File: config.mk
export PLATFORM = sky130hd
export DESIGN_NAME = gpio_irq_port
export DESIGN_NICKNAME = d
export VERILOG_FILES = /design/src/rtl/gpio_irq_pkg.sv /design/src/rtl/gpio_in_sync.sv /design/src/rtl/gpio_trig_detect.sv /design/src/rtl/gpio_regfile.sv /design/src/rtl/gpio_irq_port.sv
export SDC_FILE = /design/constraint.sdc
export NUM_CORES = 1
export LEC_CHECK = 0
export ABC_AREA = 1
export ABC_CLOCK_PERIOD_IN_PS = 1300
export BUFFER_PORTS_ARGS = -buffer_cell sky130_fd_sc_hd__buf_2
export CAP_MARGIN = 25
export CORE_UTILIZATION = 40
export DETAILED_ROUTE_END_ITERATION = 10
export PLACE_DENSITY_LB_ADDON = 0.12
export SETUP_SLACK_MARGIN = 0.2
export SLEW_MARGIN = 10
export SYNTH_ARGS = -nofsm -noshare
export SYNTH_HDL_FRONTEND = slang
export SYNTH_SLANG_ARGS = --single-unit
File: constraint.sdc
create_clock -name clk -period 1.3 [get_ports clk]
set_clock_uncertainty 0.05 [all_clocks]
set_input_delay 0.065 -clock clk [delete_from_list [all_inputs] [get_ports clk]]
set_output_delay 0.065 -clock clk [all_outputs]
set_load 0.1 [all_outputs]
File: src/rtl/gpio_irq_pkg.sv
package gpio_irq_pkg;

   // register byte offsets
   localparam int OFF_DATA  = 'h00;
   localparam int OFF_DIR   = 'h04;
   localparam int OFF_PAD   = 'h08;
   localparam int OFF_CFGL  = 'h0C;
   localparam int OFF_CFGH  = 'h10;
   localparam int OFF_MASK  = 'h14;
   localparam int OFF_STAT  = 'h18;
   localparam int OFF_BOTH  = 'h1C;

   localparam int MAX_PINS  = 32;
   localparam int TRIG_W    = 2;

   typedef enum logic [TRIG_W-1:0] {
      TRIG_LOW  = 2'd0,
      TRIG_HIGH = 2'd1,
      TRIG_RISE = 2'd2,
      TRIG_FALL = 2'd3
   } trig_e;

endpackage

File: src/rtl/gpio_in_sync.sv
module gpio_in_sync #(
   parameter int W      = 32,
   parameter int STAGES = 2
) (
   input  logic         clk,
   input  logic         rst_n,
   input  logic [W-1:0] din,
   output logic [W-1:0] sync_o,
   output logic [W-1:0] prev_o
);

   generate
      if (STAGES < 2) begin : g_bad_stages
         $error("gpio_in_sync: STAGES must be at least 2");
      end
   endgenerate

   logic [W-1:0] stage_q [STAGES];
   logic [W-1:0] prev_q;

   always_ff @(posedge clk or negedge rst_n) begin
      if (!rst_n) begin
         for (int s = 0; s < STAGES; s++) begin
            stage_q[s] <= '0;
         end
         prev_q <= '0;
      end else begin
         stage_q[0] <= din;
         for (int s = 1; s < STAGES; s++) begin
            stage_q[s] <= stage_q[s-1];
         end
         prev_q <= stage_q[STAGES-1];
      end
   end

   assign sync_o = stage_q[STAGES-1];
   assign prev_o = prev_q;

endmodule

File: src/rtl/gpio_trig_detect.sv
module gpio_trig_detect
   import gpio_irq_pkg::*;
#(
   parameter int NPIN = 32
) (
   input  logic [NPIN-1:0] sync_i,
   input  logic [NPIN-1:0] prev_i,
   input  logic [NPIN-1:0] cfg_lo_i,
   input  logic [NPIN-1:0] cfg_hi_i,
   input  logic [NPIN-1:0] both_i,
   output logic [NPIN-1:0] hit_o
);

   localparam int HALF = NPIN / 2;

   for (genvar p = 0; p < NPIN; p++) begin : g_pin
      logic [TRIG_W-1:0] code;
      logic              rise;
      logic              fall;

      if (p < HALF) begin : g_lo
         assign code = cfg_lo_i[TRIG_W*p +: TRIG_W];
      end else begin : g_hi
         assign code = cfg_hi_i[TRIG_W*(p-HALF) +: TRIG_W];
      end

      assign rise = sync_i[p] & ~prev_i[p];
      assign fall = ~sync_i[p] & prev_i[p];

      always_comb begin
         if (both_i[p]) begin
            hit_o[p] = rise | fall;
         end else begin
            unique case (trig_e'(code))
               TRIG_LOW:  hit_o[p] = ~sync_i[p];
               TRIG_HIGH: hit_o[p] = sync_i[p];
               TRIG_RISE: hit_o[p] = rise;
               TRIG_FALL: hit_o[p] = fall;
               default:   hit_o[p] = 1'b0;
            endcase
         end
      end
   end

endmodule

File: src/rtl/gpio_regfile.sv
module gpio_regfile
   import gpio_irq_pkg::*;
#(
   parameter int NPIN   = 32,
   parameter int ADDR_W = 8
) (
   input  logic              clk,
   input  logic              rst_n,
   input  logic [ADDR_W-1:0] bus_addr,
   input  logic              bus_we,
   input  logic [NPIN-1:0]   bus_wdata,
   output logic [NPIN-1:0]   bus_rdata,
   input  logic [NPIN-1:0]   pad_lvl_i,
   input  logic [NPIN-1:0]   hit_i,
   output logic [NPIN-1:0]   data_q,
   output logic [NPIN-1:0]   dir_q,
   output logic [NPIN-1:0]   cfg_lo_q,
   output logic [NPIN-1:0]   cfg_hi_q,
   output logic [NPIN-1:0]   mask_q,
   output logic [NPIN-1:0]   both_q,
   output logic [NPIN-1:0]   stat_q
);

   localparam logic [ADDR_W-1:0] A_DATA = ADDR_W'(OFF_DATA);
   localparam logic [ADDR_W-1:0] A_DIR  = ADDR_W'(OFF_DIR);
   localparam logic [ADDR_W-1:0] A_PAD  = ADDR_W'(OFF_PAD);
   localparam logic [ADDR_W-1:0] A_CFGL = ADDR_W'(OFF_CFGL);
   localparam logic [ADDR_W-1:0] A_CFGH = ADDR_W'(OFF_CFGH);
   localparam logic [ADDR_W-1:0] A_MASK = ADDR_W'(OFF_MASK);
   localparam logic [ADDR_W-1:0] A_STAT = ADDR_W'(OFF_STAT);
   localparam logic [ADDR_W-1:0] A_BOTH = ADDR_W'(OFF_BOTH);

   logic            wr_data, wr_dir, wr_cfgl, wr_cfgh, wr_mask, wr_stat, wr_both;
   logic [NPIN-1:0] clr_bits;

   assign wr_data = bus_we && (bus_addr == A_DATA);
   assign wr_dir  = bus_we && (bus_addr == A_DIR);
   assign wr_cfgl = bus_we && (bus_addr == A_CFGL);
   assign wr_cfgh = bus_we && (bus_addr == A_CFGH);
   assign wr_mask = bus_we && (bus_addr == A_MASK);
   assign wr_stat = bus_we && (bus_addr == A_STAT);
   assign wr_both = bus_we && (bus_addr == A_BOTH);

   assign clr_bits = wr_stat ? bus_wdata : '0;

   always_ff @(posedge clk or negedge rst_n) begin
      if (!rst_n) begin
         data_q   <= '0;
         dir_q    <= '0;
         cfg_lo_q <= '0;
         cfg_hi_q <= '0;
         mask_q   <= '0;
         both_q   <= '0;
         stat_q   <= '0;
      end else begin
         if (wr_data) data_q   <= bus_wdata;
         if (wr_dir)  dir_q    <= bus_wdata;
         if (wr_cfgl) cfg_lo_q <= bus_wdata;
         if (wr_cfgh) cfg_hi_q <= bus_wdata;
         if (wr_mask) mask_q   <= bus_wdata;
         if (wr_both) both_q   <= bus_wdata;
         // a detection in the clearing cycle takes priority
         stat_q <= (stat_q & ~clr_bits) | hit_i;
      end
   end

   always_comb begin
      unique case (bus_addr)
         A_DATA:  bus_rdata = data_q;
         A_DIR:   bus_rdata = dir_q;
         A_PAD:   bus_rdata = pad_lvl_i;
         A_CFGL:  bus_rdata = cfg_lo_q;
         A_CFGH:  bus_rdata = cfg_hi_q;
         A_MASK:  bus_rdata = mask_q;
         A_STAT:  bus_rdata = stat_q;
         A_BOTH:  bus_rdata = both_q;
         default: bus_rdata = '0;
      endcase
   end

endmodule

File: src/rtl/gpio_irq_port.sv
module gpio_irq_port
   import gpio_irq_pkg::*;
#(
   parameter int NPIN        = 32,
   parameter int ADDR_W      = 8,
   parameter int SYNC_STAGES = 2
) (
   input  logic              clk,
   input  logic              rst_n,
   input  logic [ADDR_W-1:0] bus_addr,
   input  logic              bus_we,
   input  logic [NPIN-1:0]   bus_wdata,
   output logic [NPIN-1:0]   bus_rdata,
   input  logic [NPIN-1:0]   pad_in,
   output logic [NPIN-1:0]   pad_out,
   output logic [NPIN-1:0]   pad_oe,
   output logic              irq_lo,
   output logic              irq_hi
);

   localparam int HALF = NPIN / 2;

   generate
      if ((NPIN % 2) != 0 || NPIN < 2 || NPIN > MAX_PINS) begin : g_bad_npin
         $error("gpio_irq_port: NPIN must be even and between 2 and 32");
      end
      if (ADDR_W < 5) begin : g_bad_addr
         $error("gpio_irq_port: ADDR_W too narrow for the register map");
      end
   endgenerate

   logic [NPIN-1:0] pin_sync, pin_prev, hit;
   logic [NPIN-1:0] data_q, dir_q, cfg_lo_q, cfg_hi_q, mask_q, both_q, stat_q;
   logic [NPIN-1:0] pend;

   gpio_in_sync #(.W(NPIN), .STAGES(SYNC_STAGES)) u_sync (
      .clk    (clk),
      .rst_n  (rst_n),
      .din    (pad_in),
      .sync_o (pin_sync),
      .prev_o (pin_prev)
   );

   gpio_trig_detect #(.NPIN(NPIN)) u_detect (
      .sync_i   (pin_sync),
      .prev_i   (pin_prev),
      .cfg_lo_i (cfg_lo_q),
      .cfg_hi_i (cfg_hi_q),
      .both_i   (both_q),
      .hit_o    (hit)
   );

   gpio_regfile #(.NPIN(NPIN), .ADDR_W(ADDR_W)) u_regs (
      .clk       (clk),
      .rst_n     (rst_n),
      .bus_addr  (bus_addr),
      .bus_we    (bus_we),
      .bus_wdata (bus_wdata),
      .bus_rdata (bus_rdata),
      .pad_lvl_i (pin_sync),
      .hit_i     (hit),
      .data_q    (data_q),
      .dir_q     (dir_q),
      .cfg_lo_q  (cfg_lo_q),
      .cfg_hi_q  (cfg_hi_q),
      .mask_q    (mask_q),
      .both_q    (both_q),
      .stat_q    (stat_q)
   );

   assign pad_out = data_q;
   assign pad_oe  = dir_q;
   assign pend    = stat_q & mask_q;
   assign irq_lo  = |pend[HALF-1:0];
   assign irq_hi  = |pend[NPIN-1:HALF];

endmodule

* After elaboration in Yosys (flattened, before gate mapping)
Cells that the tools add are included.
Word-level totals: flip-flop bits (word level) 320, bits of input ports 75, word-level logic and storage cells 385
Operators by class: equality and inequality tests 103, mux-type cells 66, bitwise gates (word level) 164, reductions and logical operators 42
Operators with widths (number):
- 32-bit case mux with 8 select lines | 1
- 2-bit == test (second input constant) | 64
- 1-bit case mux with 4 select lines | 32
- 1-bit bitwise AND | 64
- 32-bit bitwise AND | 2
- 2-bit by 1-bit == test with 1-bit output (second input constant) | 32
- 2-bit logical NOT | 32
- 1-bit NOT | 64
- 8-bit by 5-bit == test with 1-bit output (second input constant) | 4
- 1-bit two-way mux | 32
- 32-bit two-way mux | 1
- 32-bit NOT | 1
- 1-bit OR | 32
- 32-bit OR | 1
- 16-bit OR reduction | 2
- 8-bit by 4-bit == test with 1-bit output (second input constant) | 2
- 8-bit by 3-bit == test with 1-bit output (second input constant) | 1
- 8-bit logical NOT | 1
- 1-bit logical AND | 7

* Longest topological paths before layout
Gate-level depths: netlist (run 1).
depth in word-level cells 6, gate-level depth with buffers 9

* Modules after synthesis
Synthesis (run 1) repeated with hierarchy kept, for this count alone.
Unflattened totals: cell total of the unflattened synthesis 2184, area, all modules 16732.3 um2
By module, submodules not included:
- gpio_regfile | instances 1, cells an instance 1374, area each 10791.6 um2, sequential area each 5605.4 um2
- gpio_trig_detect | instances 1, cells an instance 612, area each 3030.4 um2, sequential area each 0.0 um2
- gpio_in_sync | instances 1, cells an instance 128, area each 2642.5 um2, sequential area each 2402.3 um2
- gpio_irq_port | instances 1, cells an instance 70, area each 267.8 um2, sequential area each 0.0 um2

* Worst setup path before layout (run 1)
Ideal clock, no wire load.
path kind reg-to-output, start point reg u_regs.dir_q[10], end point out bus_rdata[10], arrival time 1.832 ns, data required time 1.185 ns, path slack -0.647 ns, cell stages (with the launch flop) 5, path buffers 0, path through dfrtp_1 -> nand3_1 -> nand2_1 -> nor2_1 -> nand2_1
Between the ends: cells in the longest elaborated chain, start to end 1
RTL lines:
- start: declaration | RTL line gpio_regfile.sv:16 | output logic [NPIN-1:0] dir_q,
- start signal: assignment | RTL line gpio_regfile.sv:57 | if (wr_dir) dir_q <= bus_wdata;
- 32-bit case mux with 8 select lines | RTL line gpio_regfile.sv:68 | unique case (bus_addr)
- end: declaration | RTL line gpio_irq_port.sv:13 | output logic [NPIN-1:0] bus_rdata,
No other way between the ends.

* Final worst setup path (run 1)
start point reg u_regs.mask_q[28], end point out irq_hi
Between the ends: cells in the longest elaborated chain, start to end 2
RTL lines:
- start: declaration | RTL line gpio_regfile.sv:19 | output logic [NPIN-1:0] mask_q,
- start signal: assignment | RTL line gpio_regfile.sv:60 | if (wr_mask) mask_q <= bus_wdata;
- 32-bit bitwise AND | RTL line gpio_irq_port.sv:73 | assign pend = stat_q & mask_q;
- 16-bit OR reduction | RTL line gpio_irq_port.sv:75 | assign irq_hi = |pend[NPIN-1:HALF];
- end: declaration | RTL line gpio_irq_port.sv:18 | output logic irq_hi
No other way between the ends.

==> results of run 1 <==
==> area by class of cell <==
cell class                 count  area (um^2)  area share (%)
antenna                        1        2.502        0.009513
timing repair buffer         537         6284           23.89
clock buffer                  49         1054           4.005
inverter                     198        775.7           2.949
multi-input combinational   1396         8952           34.03
sequential                   320         8307           31.58
clock inverter                21        281.5           1.070
tap                          518        648.1           2.464
==> worst paths after layout <==
kind,slack (ns),depth (start not counted),to,from
worst max-delay path,-0.54,5,irq_hi,u_regs.mask_q[28]
worst min-delay path,-0.09,2,u_regs.dir_q[8],rst_n
worst max register to register,-0.22,10,u_regs.stat_q[13],u_sync.sync_o[13]
worst min register to register,0.29,0,u_sync.sync_o[25],u_sync.stage_q[57]
max in group asynchronous,0.59,3,u_regs.data_q[21],rst_n
min in group clk,0.04,7,u_regs.stat_q[29],bus_we
==> cells by family (layout without fill, tap and decap cells) <==
kind of cell / count (synthesis) / count (layout) / share of synthesized area, %
buffers and inverters: 289 / 805 / 8.104
other: 0 / 1 / 0
flip-flops: 320 / 320 / 50.26
AO/OA/AOI/OAI: 258 / 258 / 8.104
AND/OR/NAND/NOR: 1074 / 1074 / 28.51
adder cells (fa/ha/maj): 64 / 64 / 5.026
==> flip-flops by register name, summed over array words and instances, names as in the netlist <==
name / cells
u_sync.sync_o: 32
u_sync.prev_o: 32
u_sync.stage_q: 32
u_regs.cfg_lo_q: 32
u_regs.both_q: 32
u_regs.data_q: 32
u_regs.cfg_hi_q: 32
u_regs.dir_q: 32
u_regs.stat_q: 32
u_regs.mask_q: 32
==> per-layer routing <==
layer  global-route usage (%)  vias to the layer above
met5                        0                        -
met4                    9.253                        0
met3                    3.839                      103
met2                    43.07                      476
met1                    36.09                     7578
li1                         -                     7359
==> repair_timing <==
item,in CTS,in global routing
setup endpoints to repair,130,134
pin swaps,172,178
buffers inserted,77,100
hold endpoints to repair,576,20
resized for setup,333,279
==> layout by cell type, fill, tap and decap left out, types with 92 or more instances in the layout <==
cell / Yosys / final
nand2_1: 627 / 500
buf_4: 16 / 119
buf_12: 0 / 139
buf_6: 14 / 140
nand2_2: 5 / 92
o21ai_0: 134 / 125
inv_1: 193 / 164
dfrtp_1: 320 / 207
nand3_2: 1 / 114
nand3_1: 261 / 145
==> where the power goes <==
| group | leakage [nW] | internal, mW | switching (mW) | total [mW] |
|---|---|---|---|---|
| combinational | 7.38 | 1.88 | 2.62 | 4.50 |
| sequential | 3.86 | 10.5 | 0.426 | 10.9 |
| clock | 0.666 | 6.96 | 4.51 | 11.5 |
==> through the flow <==
step / cell area (um^2) / setup WS, ns
finish: 26300 / -0.5396
floorplan: 16880 / 0.03101
global placement: 20710 / -0.2215
CTS: 24500 / -0.6081
detailed placement: 20710 / -0.2695
global route: 26300 / -0.5922
==> worst max-delay path, stage by stage, from the launching register on <==
cell and delay (ns):
dfrtp_1 0.39, nand2_1 0.09, nand4_1 0.20, nor2_4 0.20, nand3_4 0.10, buf_12 0.18
==> impl_results.md, run 1 <==
- Mapped Nets: approximately 2100
- Vias in the first global route: roughly 15000
- Routed WL per cell: 17.95 um
- Final setup violation count: 118
- Most used DFF post-synth: dfrtp_1
- Final period utilization: 141.5%
- Run status: complete, but fails checks
- Fillers: approximately 3000
- Placement Rows: about 70
- First DRT Iteration DRCs: approximately 1000
- Worst VDD drop: 0.8789 mV
- CTS tree: yes
- Skew-Pair Late Insertion Delay: around 0.57 ns
- Asr flop ratio synth: 100.0%
- # nets final: about 2600
- Failing checks: hold timing, setup timing
- P&R area growth vs syn: 65.08%
- Syn Inst Count: ~2000
- Inserted Clock Buffers: 38
- Die ar.: approximately 41000 um^2
- Required @ worst endpoint: between 1 and 1.5 ns
- Synth warn: 0
- Worst-path maximum fanout: 2
- Met2 wire length: 26190 um
- Post-Syn Area: 15930 um^2
- HPWL after detailed placement: about 35000 um
- CTS Sinks: 320
- EDFF count, synth: 0
- Max-slew violations: 0
- Placed Cells: roughly 2700
- Fin Hold WS: -0.09280 ns
- Minimum clock period after layout: ~1.8 ns
- Routed via count: 15520
- RSZ-0062 raised after global routing: true
- Hold Path Class: input port to asynchronous set/reset pin
- Final worst slack: -0.5396 ns
- Top-level port count: approximately 170
- Seq/Total Area, Yosys: between 50% and 60%
- Top sig layer: met4
- Starting Density: about two fifths
- Die height: 201.6 um
- Critical Path AT: between 1.5 and 2 ns
- Routed Antenna Nets: 0
- Final Hold Fails: 20
- Fin cells: around 3000
- Detailed Route WL: ~55000 um
- Core ar.: ~39000 um^2
- M1 WL: 23830 um
- Share of layout cells above drive strength 1: roughly 45%
- Met3 WL: between 3000 and 4000 um
- Setup_tns: -23.91 ns
- Area share of the largest cell type after synthesis: approximately 50%
- CP Capture Type: output pin
- CTS Hold Bufs: between 60 and 70
- Commonest cells in the netlist: nand2_1 (627), dfrtp_1 (320), nand3_1 (261)
- Power density over the cells: 1021 nW/um^2
- Area leader, netlist: dfrtp_1
- Vias/cell: between 5 and 6
- Final core utilization: approximately two thirds
- Global-route wire length before repair: 83910 um
- Initial antenna violation count: 1
- Crit Path Class: register to output pin
- Worst-Margin Slew: between 0.3 and 0.4 ns
- Placer Congestion: 0.9266
- Count leader, synth: nand2_1
- Buffers on Ports: 172
- Longest Clk Path Bufs: 3
- Clock-pin slew on the worst setup and hold paths: ~0.06 ns
- Final Power: roughly 27 mW
- #FFs+latches synth: 320
- CP Launch Type: register
- Top cells by area, synth: dfrtp_1 (50%), nand2_1 (15%), nand3_1 (8.2%)
- Syn avg cell area: 7.947 um^2
- Clock root cell: clkbuf_16
- Htree depth: 2
- Synth cell types: 23
- Lkg Pwr: roughly 12 nW
- Largest net degree at the start of global routing: 65
- Fmax: ~540 MHz
- Total GRT Usage: between 20% and 30%
- Worst relative slew slack: approximately three quarters
- Die Span X: 201.6 um
- Total grt overflow: 0
- DRC Markers: 0
- TritonRoute pass-1 iters: 6
- MaxCap Viol Count: 0
Note: power is estimated with default switching activity, not from simulation.
==> inputs of run 2 (changes only) <==
CORE_MARGIN = 2   (was not set)
==> impl_results.md, run 2 (synthesized netlist as in run 1, its figures left out) <==
- Run status: complete, but fails checks
- Failing checks: hold timing, setup timing
- Final Cell Area: 25930 um^2
- Met3 WL: between 3000 and 4000 um
- Die ar.: 41450 um^2
- Commonest non-fill, non-tap cell in the layout: nand2_1
- Fmax: 547.8 MHz
- Fin cells: between 3000 and 4000
- Post-DP Area: slightly above 20000 um^2
- Max-slew violations: 0
- Vias/cell: 5.065
- Skew-Pair Late Insertion Delay: 0.56 ns
- Minimum clock period after layout: between 1.5 and 2 ns
- Starting Density: approximately two fifths
- Routed WL per cell: between 15 and 20 um
- Detailed Route WL: ~54000 um
- M1 WL: approximately 24000 um
- Worst-path maximum fanout: 2
- Final Hold Fails: 14
- Top-level port count: about 170
- Worst-Margin Slew: 0.3378 ns
- Global-route wire length before repair: between 80000 and 90000 um
- Share of layout cells above drive strength 1: 44.08%
- Clock-pin slew on the worst setup and hold paths: roughly 0.060 ns
- First DRT Iteration DRCs: between 900 and 1000
- DRC Markers: 0
- Top Family by Delay on Critical Path: simple AND/OR/NAND/NOR gates
- Core ar.: a little under 40000 um^2
- Fin Hold WS: -0.09439 ns
- Final worst slack: -0.5255 ns
- Die height: about 200 um
- Critical Path AT: between 1.5 and 2 ns
- Largest net degree at the start of global routing: between 50 and 60
- Placed Cells: 2734
- Routed Antenna Nets: 0
- Hold Path Class: input port to asynchronous set/reset pin
- Place WS: -0.2246 ns
- Htree depth: 2
- R2r setup slk: -0.18 ns
- Required @ worst endpoint: roughly 1.2 ns
- CTS Sinks: 320
- Worst relative slew slack: roughly 77%
- MaxCap Viol Count: 0
- Top sig layer: met5
- CP bufs+invs: 1
- Initial antenna violation count: 2
- Crit Path Class: register to output pin
- CP Launch Type: register
- Final setup violation count: ~110
- Placement Rows: 73
- Vias in the first global route: approximately 15000
- Met2 wire length: about 26000 um
- Worst VDD drop: 0.7524 mV
- Inserted Clock Buffers: 38
- Placer Congestion: 0.8621
- HPWL after detailed placement: 34870 um
- Worst path slowest cell: dfrtp_1
- Power density over the cells: ~1000 nW/um^2
- CTS Hold Bufs: 67
- CP Capture Type: output pin
- Clock root cell: clkbuf_16
- Die Span X: 203.6 um
- Lkg Pwr: around 12 nW
- TritonRoute pass-1 iters: 5
- Worst path max stage delay: about 0.40 ns
- Final period utilization: 140.4%
- # nets final: between 2000 and 3000
- CP Cell Sequence: nand2_1 > nand4_1 > nor2_4 > nand3_4 > buf_12
- CTS tree: yes
- RSZ-0062 raised after global routing: true
- Total GRT Usage: around 26%
- Routed via count: 15340
- Setup_tns: -21.69 ns
- Longest Clk Path Bufs: 3
- P&R area growth vs syn: 62.75%
- Total grt overflow: 0
- Commonest cells after routing, fill and taps aside: nand2_1 (496), dfrtp_1 (207), inv_1 (170), buf_12 (140), nand3_1 (139)
- Buffers on Ports: 172
[run 2: power breakdown]
group	switching, mW	leakage (nW)	internal (mW)
Clock	4.31	0.617	6.42
Combinational	2.60	7.27	1.83
Sequential	0.405	3.86	10.5
Total	7.32	11.8	18.7
[run 2: timing repair]
action	CTS	global route
endpoints found under the hold margin	576	14
pin swaps	178	142
endpoints found under the setup margin	130	174
setup buffers	97	63
resized for setup	313	279
[run 2: cell type report]
type                       instances  area (um^2)
clock buffer                      57         1134
fill                            3122        13620
multi-input combinational       1396         8848
clock inverter                    10        107.6
antenna                            1        2.502
timing repair buffer             521         6106
sequential                       320         8307
tap                              525        656.9
inverter                         198        770.7
[run 2: layer usage]
layer,track usage (%),vias up
met2,42.00,477
li1,-,7324
met1,34.85,7421
met5,0,-
met3,5.177,113
met4,8.446,2
[run 2: final timing paths]
kind,startpoint,to,cells after the start
worst min register to register,u_sync.stage_q[33],u_sync.sync_o[1],0
worst min-delay path,rst_n,u_sync.sync_o[8],2
max in group asynchronous,rst_n,u_regs.data_q[30],4
worst max register to register,u_sync.sync_o[13],u_regs.stat_q[13],9
min in group clk,bus_we,u_regs.cfg_hi_q[26],4
worst max-delay path,u_regs.stat_q[28],irq_hi,5
[run 2: worst reg2reg max path: stages, from the launching register on]
cell	delay [ns]
dfrtp_2	0.42
buf_6	0.12
buf_6	0.12
ha_4	0.15
nor2_2	0.07
nor2_1	0.05
nand2_1	0.05
nand2_1	0.06
a21oi_2	0.19
nand2_1	0.07
[run 2: stage by stage]
stage | utilization [%] | power, mW
floorplan | - | 12.88
global placement | 52.23 | 14.37
detailed placement | 52.23 | 14.43
CTS | 61.78 | 25.90
global route | 65.56 | 27.06
finish | 65.57 | 26.04
